<file path="src/rtl/xr_pkg.sv">
// Shared encodings for the split-transaction router.
// Assumes 2-bit operation and target codes as listed in the brief.
package xr_pkg;

    typedef enum logic [1:0] {
        OP_READ  = 2'd0,
        OP_WRITE = 2'd1,
        OP_FAST  = 2'd2,
        OP_RSVD  = 2'd3
    } op_e;

    typedef enum logic [1:0] {
        TG_PERIPH = 2'd0,
        TG_LOCAL  = 2'd1,
        TG_REMOTE = 2'd2,
        TG_RSVD   = 2'd3
    } tgt_e;

    // Bus code minus one is the bit index in the request vector.
    typedef enum logic [2:0] {
        BUS_NONE   = 3'd0,
        BUS_PULL   = 3'd1,
        BUS_PUSH   = 3'd2,
        BUS_PERIPH = 3'd3,
        BUS_REG    = 3'd4
    } bus_e;

    localparam int NUM_BUS = 4;

    typedef struct packed {
        bus_e first;
        bus_e second;
        logic tgt_write;
        logic pull_by_addr;
        logic push_by_addr;
    } plan_t;

    localparam plan_t PLAN_IDLE = '{BUS_NONE, BUS_NONE, 1'b0, 1'b0, 1'b0};

endpackage

</file>
<file path="src/rtl/xr_decode.sv">
// Maps an operation/target pair onto an ordered pair of bus phases.
// Purely combinational; assumes codes are sampled only at acceptance.
module xr_decode
    import xr_pkg::*;
(
    input  logic [1:0] op,
    input  logic [1:0] tgt,
    output logic       legal,
    output plan_t      plan
);

    // Choose the phase plan and legality for the offered command.
    always_comb begin
        legal = 1'b0;
        plan  = PLAN_IDLE;
        case (tgt_e'(tgt))
            TG_PERIPH: begin
                case (op_e'(op))
                    OP_READ:  begin legal = 1'b1; plan = '{BUS_PERIPH, BUS_PUSH, 1'b0, 1'b0, 1'b0}; end
                    OP_WRITE: begin legal = 1'b1; plan = '{BUS_PULL, BUS_PERIPH, 1'b1, 1'b0, 1'b0}; end
                    default:  ;
                endcase
            end
            TG_LOCAL: begin
                case (op_e'(op))
                    OP_READ:  begin legal = 1'b1; plan = '{BUS_REG, BUS_PUSH, 1'b0, 1'b0, 1'b0}; end
                    OP_WRITE: begin legal = 1'b1; plan = '{BUS_PULL, BUS_REG, 1'b1, 1'b0, 1'b0}; end
                    OP_FAST:  begin legal = 1'b1; plan = '{BUS_REG, BUS_NONE, 1'b1, 1'b0, 1'b0}; end
                    default:  ;
                endcase
            end
            TG_REMOTE: begin
                case (op_e'(op))
                    OP_READ:  begin legal = 1'b1; plan = '{BUS_PULL, BUS_PUSH, 1'b0, 1'b1, 1'b0}; end
                    OP_WRITE: begin legal = 1'b1; plan = '{BUS_PULL, BUS_PUSH, 1'b0, 1'b0, 1'b1}; end
                    default:  ;
                endcase
            end
            default: ;
        endcase
    end

endmodule

</file>
<file path="src/rtl/xr_bus_mux.sv">
// Fans the active phase out to one request line per bus and folds the
// acknowledges and return data back in. Assumes one phase active at most.
module xr_bus_mux
    import xr_pkg::*;
#(
    parameter int DW = 32
) (
    input  bus_e                cur_bus,
    input  logic [NUM_BUS-1:0]  ack_vec,
    input  logic [DW-1:0]       pull_data,
    input  logic [DW-1:0]       per_rdata,
    input  logic [DW-1:0]       reg_rdata,
    output logic [NUM_BUS-1:0]  req_vec,
    output logic                phase_ack,
    output logic [DW-1:0]       phase_rdata
);

    for (genvar i = 0; i < NUM_BUS; i++) begin : g_req
        assign req_vec[i] = (cur_bus == bus_e'(3'(i + 1)));
    end

    assign phase_ack = |(req_vec & ack_vec);

    // Pick the return data of the bus that is currently active.
    always_comb begin
        case (cur_bus)
            BUS_PULL:   phase_rdata = pull_data;
            BUS_PERIPH: phase_rdata = per_rdata;
            BUS_REG:    phase_rdata = reg_rdata;
            default:    phase_rdata = '0;
        endcase
    end

endmodule

</file>
<file path="src/rtl/xr_seq.sv">
// Phase sequencer: holds the accepted command, steps through its two
// phases on acknowledges, and captures returned data for the next phase.
// Assumes acceptance is only signalled while idle.
module xr_seq
    import xr_pkg::*;
#(
    parameter int AW = 16,
    parameter int IW = 4,
    parameter int DW = 32
) (
    input  logic          clk,
    input  logic          rst_n,
    input  logic          accept_ok,
    input  logic          accept_bad,
    input  plan_t         plan_in,
    input  logic [AW-1:0] cmd_addr,
    input  logic [IW-1:0] cmd_id,
    input  logic [DW-1:0] cmd_data,
    input  logic          phase_ack,
    input  logic [DW-1:0] phase_rdata,
    output logic          busy,
    output bus_e          cur_bus,
    output plan_t         plan_q,
    output logic [AW-1:0] addr_q,
    output logic [IW-1:0] id_q,
    output logic [DW-1:0] data_q,
    output logic          err_q
);

    typedef enum logic [1:0] {ST_IDLE, ST_FIRST, ST_SECOND} state_e;

    state_e state;
    logic   capture;
    logic   last_phase;

    assign busy       = (state != ST_IDLE);
    assign last_phase = (state == ST_SECOND) || (plan_q.second == BUS_NONE);

    // Decode the bus that the current state drives.
    always_comb begin
        case (state)
            ST_FIRST:  cur_bus = plan_q.first;
            ST_SECOND: cur_bus = plan_q.second;
            default:   cur_bus = BUS_NONE;
        endcase
    end

    // A phase that brings data in: any pull, or a target-bus read.
    always_comb begin
        capture = 1'b0;
        if (phase_ack) begin
            if (cur_bus == BUS_PULL) begin
                capture = 1'b1;
            end else if ((cur_bus == BUS_PERIPH) || (cur_bus == BUS_REG)) begin
                capture = !plan_q.tgt_write;
            end
        end
    end

    // Advance the phase state on acceptance and acknowledges.
    always_ff @(posedge clk) begin
        if (!rst_n) begin
            state <= ST_IDLE;
        end else begin
            case (state)
                ST_IDLE:   if (accept_ok) state <= ST_FIRST;
                ST_FIRST:  if (phase_ack) state <= last_phase ? ST_IDLE : ST_SECOND;
                ST_SECOND: if (phase_ack) state <= ST_IDLE;
                default:   state <= ST_IDLE;
            endcase
        end
    end

    // Latch the command's plan, address and ID at acceptance.
    always_ff @(posedge clk) begin
        if (!rst_n) begin
            plan_q <= PLAN_IDLE;
            addr_q <= '0;
            id_q   <= '0;
        end else if (accept_ok) begin
            plan_q <= plan_in;
            addr_q <= cmd_addr;
            id_q   <= cmd_id;
        end
    end

    // Hold the data word: immediate at acceptance, returned data on capture.
    always_ff @(posedge clk) begin
        if (!rst_n) begin
            data_q <= '0;
        end else if (accept_ok) begin
            data_q <= cmd_data;
        end else if (capture) begin
            data_q <= phase_rdata;
        end
    end

    // One-cycle rejection pulse for an illegal command.
    always_ff @(posedge clk) begin
        if (!rst_n) begin
            err_q <= 1'b0;
        end else begin
            err_q <= accept_bad;
        end
    end

endmodule

</file>
<file path="src/rtl/xr_router.sv">
// Top of the split-transaction register access router. Accepts one command
// at a time and runs it as a pull/push/peripheral/register phase pair.
// Assumes a single requester port; arbitration lives upstream.
module xr_router
    import xr_pkg::*;
#(
    parameter int AW = 16,
    parameter int IW = 4,
    parameter int DW = 32
) (
    input  logic          clk,
    input  logic          rst_n,
    input  logic          cmd_valid,
    output logic          cmd_ready,
    input  logic [1:0]    cmd_op,
    input  logic [1:0]    cmd_tgt,
    input  logic [AW-1:0] cmd_addr,
    input  logic [IW-1:0] cmd_id,
    input  logic [DW-1:0] cmd_data,
    output logic          err_reject,
    output logic          pull_req,
    output logic          pull_by_addr,
    output logic [IW-1:0] pull_id,
    output logic [AW-1:0] pull_addr,
    input  logic          pull_ack,
    input  logic [DW-1:0] pull_data,
    output logic          push_req,
    output logic          push_by_addr,
    output logic [IW-1:0] push_id,
    output logic [AW-1:0] push_addr,
    output logic [DW-1:0] push_data,
    input  logic          push_ack,
    output logic          per_req,
    output logic          per_we,
    output logic [AW-1:0] per_addr,
    output logic [DW-1:0] per_wdata,
    input  logic          per_ack,
    input  logic [DW-1:0] per_rdata,
    output logic          reg_req,
    output logic          reg_we,
    output logic [AW-1:0] reg_addr,
    output logic [DW-1:0] reg_wdata,
    input  logic          reg_ack,
    input  logic [DW-1:0] reg_rdata
);

    logic               dec_legal;
    plan_t              dec_plan;
    logic               busy;
    bus_e               cur_bus;
    plan_t              plan_q;
    logic [AW-1:0]      addr_q;
    logic [IW-1:0]      id_q;
    logic [DW-1:0]      data_q;
    logic [NUM_BUS-1:0] req_vec;
    logic               phase_ack;
    logic [DW-1:0]      phase_rdata;
    logic               accept;

    assign cmd_ready = !busy;
    assign accept    = cmd_valid && cmd_ready;

    xr_decode u_decode (
        .op    (cmd_op),
        .tgt   (cmd_tgt),
        .legal (dec_legal),
        .plan  (dec_plan)
    );

    xr_seq #(.AW(AW), .IW(IW), .DW(DW)) u_seq (
        .clk         (clk),
        .rst_n       (rst_n),
        .accept_ok   (accept && dec_legal),
        .accept_bad  (accept && !dec_legal),
        .plan_in     (dec_plan),
        .cmd_addr    (cmd_addr),
        .cmd_id      (cmd_id),
        .cmd_data    (cmd_data),
        .phase_ack   (phase_ack),
        .phase_rdata (phase_rdata),
        .busy        (busy),
        .cur_bus     (cur_bus),
        .plan_q      (plan_q),
        .addr_q      (addr_q),
        .id_q        (id_q),
        .data_q      (data_q),
        .err_q       (err_reject)
    );

    xr_bus_mux #(.DW(DW)) u_mux (
        .cur_bus     (cur_bus),
        .ack_vec     ({reg_ack, per_ack, push_ack, pull_ack}),
        .pull_data   (pull_data),
        .per_rdata   (per_rdata),
        .reg_rdata   (reg_rdata),
        .req_vec     (req_vec),
        .phase_ack   (phase_ack),
        .phase_rdata (phase_rdata)
    );

    assign pull_req     = req_vec[0];
    assign pull_by_addr = plan_q.pull_by_addr;
    assign pull_id      = id_q;
    assign pull_addr    = addr_q;

    assign push_req     = req_vec[1];
    assign push_by_addr = plan_q.push_by_addr;
    assign push_id      = id_q;
    assign push_addr    = addr_q;
    assign push_data    = data_q;

    assign per_req      = req_vec[2];
    assign per_we       = plan_q.tgt_write;
    assign per_addr     = addr_q;
    assign per_wdata    = data_q;

    assign reg_req      = req_vec[3];
    assign reg_we       = plan_q.tgt_write;
    assign reg_addr     = addr_q;
    assign reg_wdata    = data_q;

endmodule

</file>
<file path="config.mk">
export PLATFORM = sky130hd
export DESIGN_NAME = xr_router
export DESIGN_NICKNAME = d
export VERILOG_FILES = /design/src/rtl/xr_pkg.sv /design/src/rtl/xr_decode.sv /design/src/rtl/xr_bus_mux.sv /design/src/rtl/xr_seq.sv /design/src/rtl/xr_router.sv
export SDC_FILE = /design/constraint.sdc
export NUM_CORES = 1
export LEC_CHECK = 0
export BUFFER_PORTS_ARGS = -buffer_cell sky130_fd_sc_hd__buf_2
export CAP_MARGIN = 20
export CORE_AREA = 5 5 129 131
export CTS_CLUSTER_SIZE = 8
export DETAILED_ROUTE_END_ITERATION = 8
export DIE_AREA = 0 0 134 136
export GPL_TIMING_DRIVEN = 1
export PLACE_DENSITY = 0.65
export SLEW_MARGIN = 20
export SYNTH_ARGS = -nofsm -noshare
export SYNTH_HDL_FRONTEND = slang
export SYNTH_SLANG_ARGS = --single-unit
</file>
<file path="constraint.sdc">
create_clock -name clk -period 5.85 [get_ports clk]
set_clock_uncertainty 0.2 [all_clocks]
set_input_delay 0.8775 -clock clk [delete_from_list [all_inputs] [get_ports clk]]
set_output_delay 0.8775 -clock clk [all_outputs]
set_load 0.02 [all_outputs]
</file>
==> impl_results.md, run 1 <==
* Status: complete, no violations
* Final Hold Fails at 0
* Post-synth EDFFs at 0
* First-pass GRT wire length at 23.7 mm
* Drt total wl at 16.1 mm
* Initial DRT Pass Iterations at 8
* Pint at 958 uW
* Peak supply drop at 0.159 mV
* Post-synthesis cell area at 4850 um^2
* Resized cells post-CTS at 0
* Clk_lat worst skew at 0.33 ns
* Initial DRC Count at 265
* Post-synth top cells: buf_4, dfxtp_1, nand2_1
* Via count at 4759
* CP max stage cell: a22oi_2
* CP Cell Sequence: inv_1, ha_1, a22oi_2, nand3_1, buf_4, nor2_1, buf_2
* Util after Layout at 39.1%
* Post-synthesis sequential area ratio at 26.4%
* # DRC at 0
* Final ANT Viol Nets at 0
* Slew HR at 50.5%
* Combinational share of power at 22.8%
* CTS buffer count at 9
* Initial antenna violation count at 1
* GRT overflow at 0
* Die ar. at 18200 um^2
* Initial Utilization at 31.3%
* Root Buffer: clkbuf_16
* Cts hold-fix bufs at 0
* Post-DP HPWL at 12.0 mm
* Post-Synthesis Net Count at 734
* Via/cell ratio at 4.99
* Row count at 46
* Flop pwr share at 34.5%
* Die H at 136 um
* CP endpoint kind: output port
* Synth area leader: dfxtp_1
* Worst-margin pin slew at 0.743 ns
* Clock power frac at 42.6%
* CTS tree: built
* Largest net degree at the start of global routing at 67
* Max Root-Sink Buffers at 2
* Top-area cell type share of the netlist area at 26.4%
* Leak at 0.00326 uW
* Fmax at 281 MHz
* Layout cell share with drive strength beyond 1 at 48.7%
* H-Tree Depth at 3
* Area of the core at 15500 um^2
* Nets at 923
* Required time of the critical path at 4.77 ns
* P_sw at 426 uW
* Fin worst setup slack at 2.29 ns
* RSZ-0062 raised after global routing: no
* Drt wl/cell at 16.9 um
* Netlist cell types at 43
* Data arrival time of the critical path at 2.49 ns
* Setup bufs post-CTS at 0
* Max-slew violation count at 0
* Clock transition at path regs at 0.06 ns
* CP Launch Type: flop
* Hold Path Class: reg2reg
* IO buf count at 336
* PwrDens at 229 nW/um^2
* Synthesized flop and latch total at 64
* Mean post-synth cell area at 8.57 um^2
* Layout area overhead at 24.8%
* Most frequent cell after synthesis: buf_4
* Synth warn at 0
* IO Pins at 337
* Fin crit share at 60.9%
* Setup TNS at 0 ns
* Crit Path Class: reg2out
* Ranking of synthesized cells by area: dfxtp_1, buf_4, mux2i_1
* Shortest period the worst path allows at 3.56 ns
* Die Wd at 134 um
* Clk sinks at 64
* Async SR Flop Fraction at 0%
* CP Max Fanout at 27
* Final setup viols at 0
* Worst slack at placement at 1.93 ns
* Total GRT Usage at 16.1%
* Synth Flop Type: dfxtp_1
* Max-Cap Viols at 0
* Sw Share at 30.8%
* Vias in the first global route at 4464
* Gate Count Post-Synth at 566
* Max incr delay on CP at 0.44 ns
* Gpl congestion at 0.751
[through the flow]
stage	hold slack [ns]	instance area, um^2	total power [uW]	instances
3_3_place_gp	0.249	5730	802	936
6_report	0.260	6050	1380	953
3_5_place_dp	0.257	5730	807	936
4_1_cts	0.266	6050	1410	952
5_1_grt	0.297	6050	1460	952
2_1_floorplan	0.253	4850	720	566
[registers in the layout, indices dropped and copies added (netlist names)]
name and count:
u_seq.err_q 1, u_seq.addr_q 16, u_seq.data_q 32, u_seq.plan_q 9
u_seq.id_q 4, u_seq.state 2
[layout by cell type, fill, tap and decap left out, drive strengths merged, types with 2 or more instances in the layout]
cell / synthesis / final
a22o: 2 / 2
bufinv: 0 / 2
o21ai: 3 / 3
a21oi: 35 / 35
o221ai: 32 / 32
and2: 2 / 2
nor3: 4 / 4
o211a: 4 / 4
dfxtp: 64 / 64
nand2: 51 / 51
a21boi: 25 / 25
clkinv: 0 / 2
o2111ai: 2 / 2
nor2b: 2 / 2
nand3: 3 / 3
mux2i: 35 / 35
ha: 9 / 9
nand4b: 4 / 4
a22oi: 34 / 34
clkbuf: 16 / 9
buf: 150 / 344
nor2: 5 / 5
or4: 2 / 2
nand3b: 32 / 32
o2bb2ai: 32 / 32
inv: 6 / 9
[cells by family after synthesis]
family	Yosys count	synth area share [%]
AO/OA/AOI/OAI	176	27.6
adder cells (fa/ha/maj)	9	2.32
buffers and inverters	172	23.8
flip-flops	64	26.4
multiplexers	35	7.22
AND/OR/NAND/NOR	110	12.6
[path summary, 6_finish.rpt]
path	start	endpoint	slack [ns]	cells past startpoint
worst max-delay path	u_seq.state[0]$_SDFFE_PN0P_	per_req	2.29	7
worst min-delay path	u_seq.plan_q[1]$_SDFFE_PN0P_	u_seq.plan_q[1]$_SDFFE_PN0P_	0.26	2
worst max register to register	u_seq.state[0]$_SDFFE_PN0P_	u_seq.data_q[0]$_SDFFE_PN0P_	2.60	8
worst min register to register	u_seq.plan_q[1]$_SDFFE_PN0P_	u_seq.plan_q[1]$_SDFFE_PN0P_	0.26	2
[layout make-up]
type / instances / area (um^2)
fill: 1626 / 9430
timing repair buffer: 344 / 1740
sequential: 64 / 1280
clock inverter: 7 / 100
clock buffer: 9 / 225
inverter: 6 / 22.5
multi-input combinational: 330 / 2440
antenna: 1 / 2.50
tap: 192 / 240
[worst max-delay path: cells and delay by family (launching register included)]
family | cells | cell delay (ns)
and+or+nand+nor | 2 | 0.47
buffers and inverters | 3 | 0.59
AOI/OAI and AO/OA | 1 | 0.44
DFF | 1 | 0.36
adders and majority gates | 1 | 0.27
[layer usage]
| layer | wire length, um | vias up | global-route usage, % |
|---|---|---|---|
| li1 | - | 2340 | - |
| met1 | 6420 | 2207 | 19.1 |
| met2 | 8220 | 198 | 28.7 |
| met3 | 1250 | 12 | 3.81 |
| met4 | 187 | 2 | 5.03 |
| met5 | 12 | - | 0 |
[power by group through the flow]
stage | sequential (uW) | combinational, uW | clock [uW]
detailed placement | 488 | 319 | 0
finish | 478 | 316 | 590
global route | 482 | 344 | 632
floorplan | 504 | 216 | 0
CTS | 478 | 320 | 611
global placement | 487 | 316 | 0
(Power assumes the default switching activity.)
==> run 2, diff against run 1 <==
--- a/config.mk
+++ b/config.mk
@@ -5,14 +5,15 @@
 export SDC_FILE = /design/constraint.sdc
 export NUM_CORES = 1
 export LEC_CHECK = 0
+export ABC_AREA = 1
 export BUFFER_PORTS_ARGS = -buffer_cell sky130_fd_sc_hd__buf_2
 export CAP_MARGIN = 20
-export CORE_AREA = 5 5 129 131
+export CORE_AREA = 5 5 127 129
 export CTS_CLUSTER_SIZE = 8
 export DETAILED_ROUTE_END_ITERATION = 8
-export DIE_AREA = 0 0 134 136
+export DIE_AREA = 0 0 132 134
 export GPL_TIMING_DRIVEN = 1
-export PLACE_DENSITY = 0.65
+export PLACE_DENSITY = 0.68
 export SLEW_MARGIN = 20
 export SYNTH_ARGS = -nofsm -noshare
 export SYNTH_HDL_FRONTEND = slang
==> constraint.sdc (replaced) <==
create_clock -name clk -period 3.65 [get_ports clk]
set_clock_uncertainty 0.2 [all_clocks]
set_input_delay 0.5475 -clock clk [delete_from_list [all_inputs] [get_ports clk]]
set_output_delay 0.5475 -clock clk [all_outputs]
set_load 0.02 [all_outputs]
==> run 2 against run 1 <==
Against the previous run:
- largest power group is now combinational cells
- die area fell by 2.9%
- highest routed layer is now met4
- count of clock-buffer cells in the layout rose by 2
- sequential power rose by 90%
- power rose by 140%
==> impl_results.md, run 2 <==
* Fin worst setup slack at 0.760 ns (was 2.29 ns)
* Hold Path Class: in2reg (was reg2reg)
* Via/cell ratio at 4.83 (was 4.99)
* CP top delay family: simple AND/OR/NAND/NOR gates (was buffers and inverters)
* Clk_lat worst skew at 0.34 ns (was 0.33 ns)
* First-pass GRT wire length at 25.7 mm (was 23.7 mm)
* RSZ-0062 raised after global routing: no (unchanged)
* Required time of the critical path at 3.72 ns (was 4.77 ns)
* H-Tree Depth at 3 (unchanged)
* Post-Synthesis Net Count at 912 (was 734)
* Post-synthesis mux area share at 0% (was 7.22%)
* Resized cells post-CTS at 0 (unchanged)
* GRT overflow at 0 (unchanged)
* Complex-gate fraction of the synthesized area at 7.95% (was 27.6%)
* Final setup viols at 0 (unchanged)
* Initial antenna violation count at 0 (was 1)
* Area of the core at 14900 um^2 (was 15500 um^2)
* Drt wl/cell at 15.2 um (was 16.9 um)
* Crit Path Class: reg2reg (was reg2out)
* Crit path top cell by count: nand2_1
* Most common cell after layout, fill and taps aside: buf_2 (unchanged)
* Shortest period the worst path allows at 2.89 ns
* Peak supply drop at 0.310 mV (was 0.159 mV)
* Clk sinks at 64 (unchanged)
* Fillcell total at 1585 (was 1626)
* Setup TNS at 0 ns (unchanged)
* Clock transition at path regs at 0.06 ns (about the same)
* Top-area cell type share of the netlist area at 26.2% (was 26.4%)
* Netlist cell types at 28 (was 43)
* Fmax at 346 MHz
* Adder-cell share of the synthesized area at 2.30% (was 2.32%)
* Most frequent cell after synthesis: nand2_1 (was buf_4)
* Post-synthesis cell area at 4900 um^2 (was 4850 um^2)
* Largest net degree at the start of global routing at 112 (was 67)
* Initial DRT Pass Iterations at 5 (was 8)
* PwrDens at 544 nW/um^2 (was 229 nW/um^2)
* Post-DP HPWL at 13.1 mm (was 12.0 mm)
* Layout area overhead at 24.7% (was 24.8%)
* Ranking of synthesized cells by area: dfxtp_1, buf_4, nand2_1 (was dfxtp_1, buf_4, mux2i_1)
* Regs by FF count: u_seq.data_q: 32 flops, u_seq.addr_q: 16 flops, u_seq.plan_q: 9 flops (unchanged)
* FF+latch area at 1280 um^2 (unchanged)
* Initial Utilization at 32.8% (was 31.3%)
* CTS buffer count at 9 (unchanged)
* Multi-input gate area at 2430 um^2 (was 2440 um^2)
* CP Cell Sequence: inv_1, ha_1, nand2_1, nand2_2, buf_4, nor2_2, nand3_1, nand2_1, o21ai_4, nand2_2, nand2_1, nand2_1, nor2_1 (was inv_1, ha_1, a22oi_2, nand3_1, buf_4, nor2_1, buf_2)
* Die H at 134 um (was 136 um)
* Setup bufs post-CTS at 0 (unchanged)
* CTS tree: built (unchanged)
* Fin crit share at 79.2%
* Largest family of logic cells by synthesized area: simple AND/OR/NAND/NOR gates (was compound AO/OA/AOI/OAI gates)
* Async SR Flop Fraction at 0% (unchanged)
* Worst-margin pin slew at 1.03 ns (was 0.743 ns)
* Final ANT Viol Nets at 0 (unchanged)
* Post-synth top cells: nand2_1, buf_4, nor2_1 (was buf_4, dfxtp_1, nand2_1)
* CP Launch Type: flop (unchanged)
* Synth area leader: dfxtp_1 (unchanged)
* Nets at 1095 (was 923)
* Max Root-Sink Buffers at 2 (unchanged)
* # DRC at 0 (unchanged)
* Max FFs per register at 32 (unchanged)
* CP max stage cell: o21ai_4 (was a22oi_2)
* Data arrival time of the critical path at 2.96 ns (was 2.49 ns)
* Synth Flop Type: dfxtp_1 (unchanged)
* Gate Count Post-Synth at 744 (was 566)
* Slew HR at 31.2% (was 50.5%)
* Post-synth EDFFs at 0 (unchanged)
* Post-synthesis sequential area ratio at 26.2% (was 26.4%)
* Status: complete, no violations (unchanged)
* Total GRT Usage at 17.8% (was 16.1%)
* Gpl congestion at 0.885 (was 0.751)
* Buf/Inv on CP at 2 (was 3)
* Leak at 0.00346 uW (was 0.00326 uW)
* Placed Cells at 1104 (was 936)
* IO buf count at 336 (unchanged)
* Worst slack at placement at 0.740 ns (was 1.93 ns)
* Max incr delay on CP at 0.53 ns (was 0.44 ns)
* Util after Layout at 40.9% (was 39.1%)
* CP endpoint kind: flop (was output port)
* Biggest register: u_seq.data_q (unchanged)
* Post-Synth XOR/XNOR Area at 0% (unchanged)
* Drt total wl at 17.0 mm (was 16.1 mm)
* Row count at 45 (was 46)
* Antenna Cells at 0 (was 1)
* Final Hold Fails at 0 (unchanged)
* Via count at 5407 (was 4759)
* Max-Cap Viols at 0 (unchanged)
* Synth warn at 0 (unchanged)
* Initial DRC Count at 349 (was 265)
* Simple-Gate Fraction of Synth Area at 39.0% (was 12.6%)
* Mean post-synth cell area at 6.58 um^2 (was 8.57 um^2)
* WHS at 0.263 ns (was 0.260 ns)
* Die Wd at 132 um (was 134 um)
* Layout cell share with drive strength beyond 1 at 39.9% (was 48.7%)
* Most frequent cells in the layout: buf_2, nand2_1, nor2_1, nand3_1, nand4_1 (was buf_2, dfxtp_1, nand2_1, mux2i_1, a21oi_1)
* Cts hold-fix bufs at 0 (unchanged)
* Die ar. at 17700 um^2 (was 18200 um^2)
* Vias in the first global route at 4798 (was 4464)
* Synthesized flop and latch total at 64 (unchanged)
* CP Max Fanout at 34 (was 27)
* Finished Layout Cells at 1120 (was 953)
* Max-slew violation count at 0 (unchanged)
* Root Buffer: clkbuf_16 (unchanged)
* IO Pins at 337 (unchanged)
run 2: cell families after synthesis:
kind of cell	after synthesis
simple gates	411
fa+ha+maj	9
flops	64
compound gates	71
buf+inv	189
run 2: worst paths after layout:
path	to	cells after the start	from	slack (ns)
worst min-delay path	u_seq.addr_q[1]$_SDFFE_PN0P_	3	cmd_addr[1]	0.26
worst max register to register	u_seq.data_q[18]$_SDFFE_PN0P_	13	u_seq.state[0]$_SDFFE_PN0P_	0.76
worst min register to register	u_seq.plan_q[0]$_SDFFE_PN0P_	2	u_seq.plan_q[0]$_SDFFE_PN0P_	0.26
worst max-delay path	u_seq.data_q[18]$_SDFFE_PN0P_	13	u_seq.state[0]$_SDFFE_PN0P_	0.76
run 2: metal layers:
| layer | GRT usage, % | routed length (um) | vias up |
|---|---|---|---|
| li1 | - | - | 2740 |
| met1 | 24.6 | 7440 | 2361 |
| met2 | 28.4 | 7890 | 290 |
| met3 | 2.74 | 1480 | 16 |
| met4 | 5.94 | 202 | 0 |
| met5 | 0 | 0 | - |
run 2: final cells by class:
cell class                 count  area share (%)
tap                          188            3.85
sequential                    64            21.0
multi-input combinational    491            39.8
clock buffer                  11            3.98
inverter                      16           0.984
clock inverter                 5            1.31
timing repair buffer         345            29.1
run 2: per-stage QoR:
stage                     total power, uW  cell area, um^2
after global routing                 3530             6100
after CTS                            3360             6100
after floorplan                      2170             4900
final                                3320             6100
after global placement               2400             5780
after detailed placement             2410             5780
run 2: tightest hold or removal path: cells and delay by family:
| kind | cells | cell delay (ns) |
|---|---|---|
| AO/OA/AOI/OAI | 1 | 0.07 |
| AND/OR/NAND/NOR | 1 | 0.07 |
| buffers and inverters | 1 | 0.07 |
run 2: where the power goes:
| group | internal (uW) | total [uW] | leakage [uW] | switching, uW |
|---|---|---|---|---|
| Combinational | 466 | 1470 | 0.00279 | 1010 |
| Clock | 615 | 937 | 0.000152 | 322 |
| Sequential | 806 | 908 | 0.000524 | 102 |
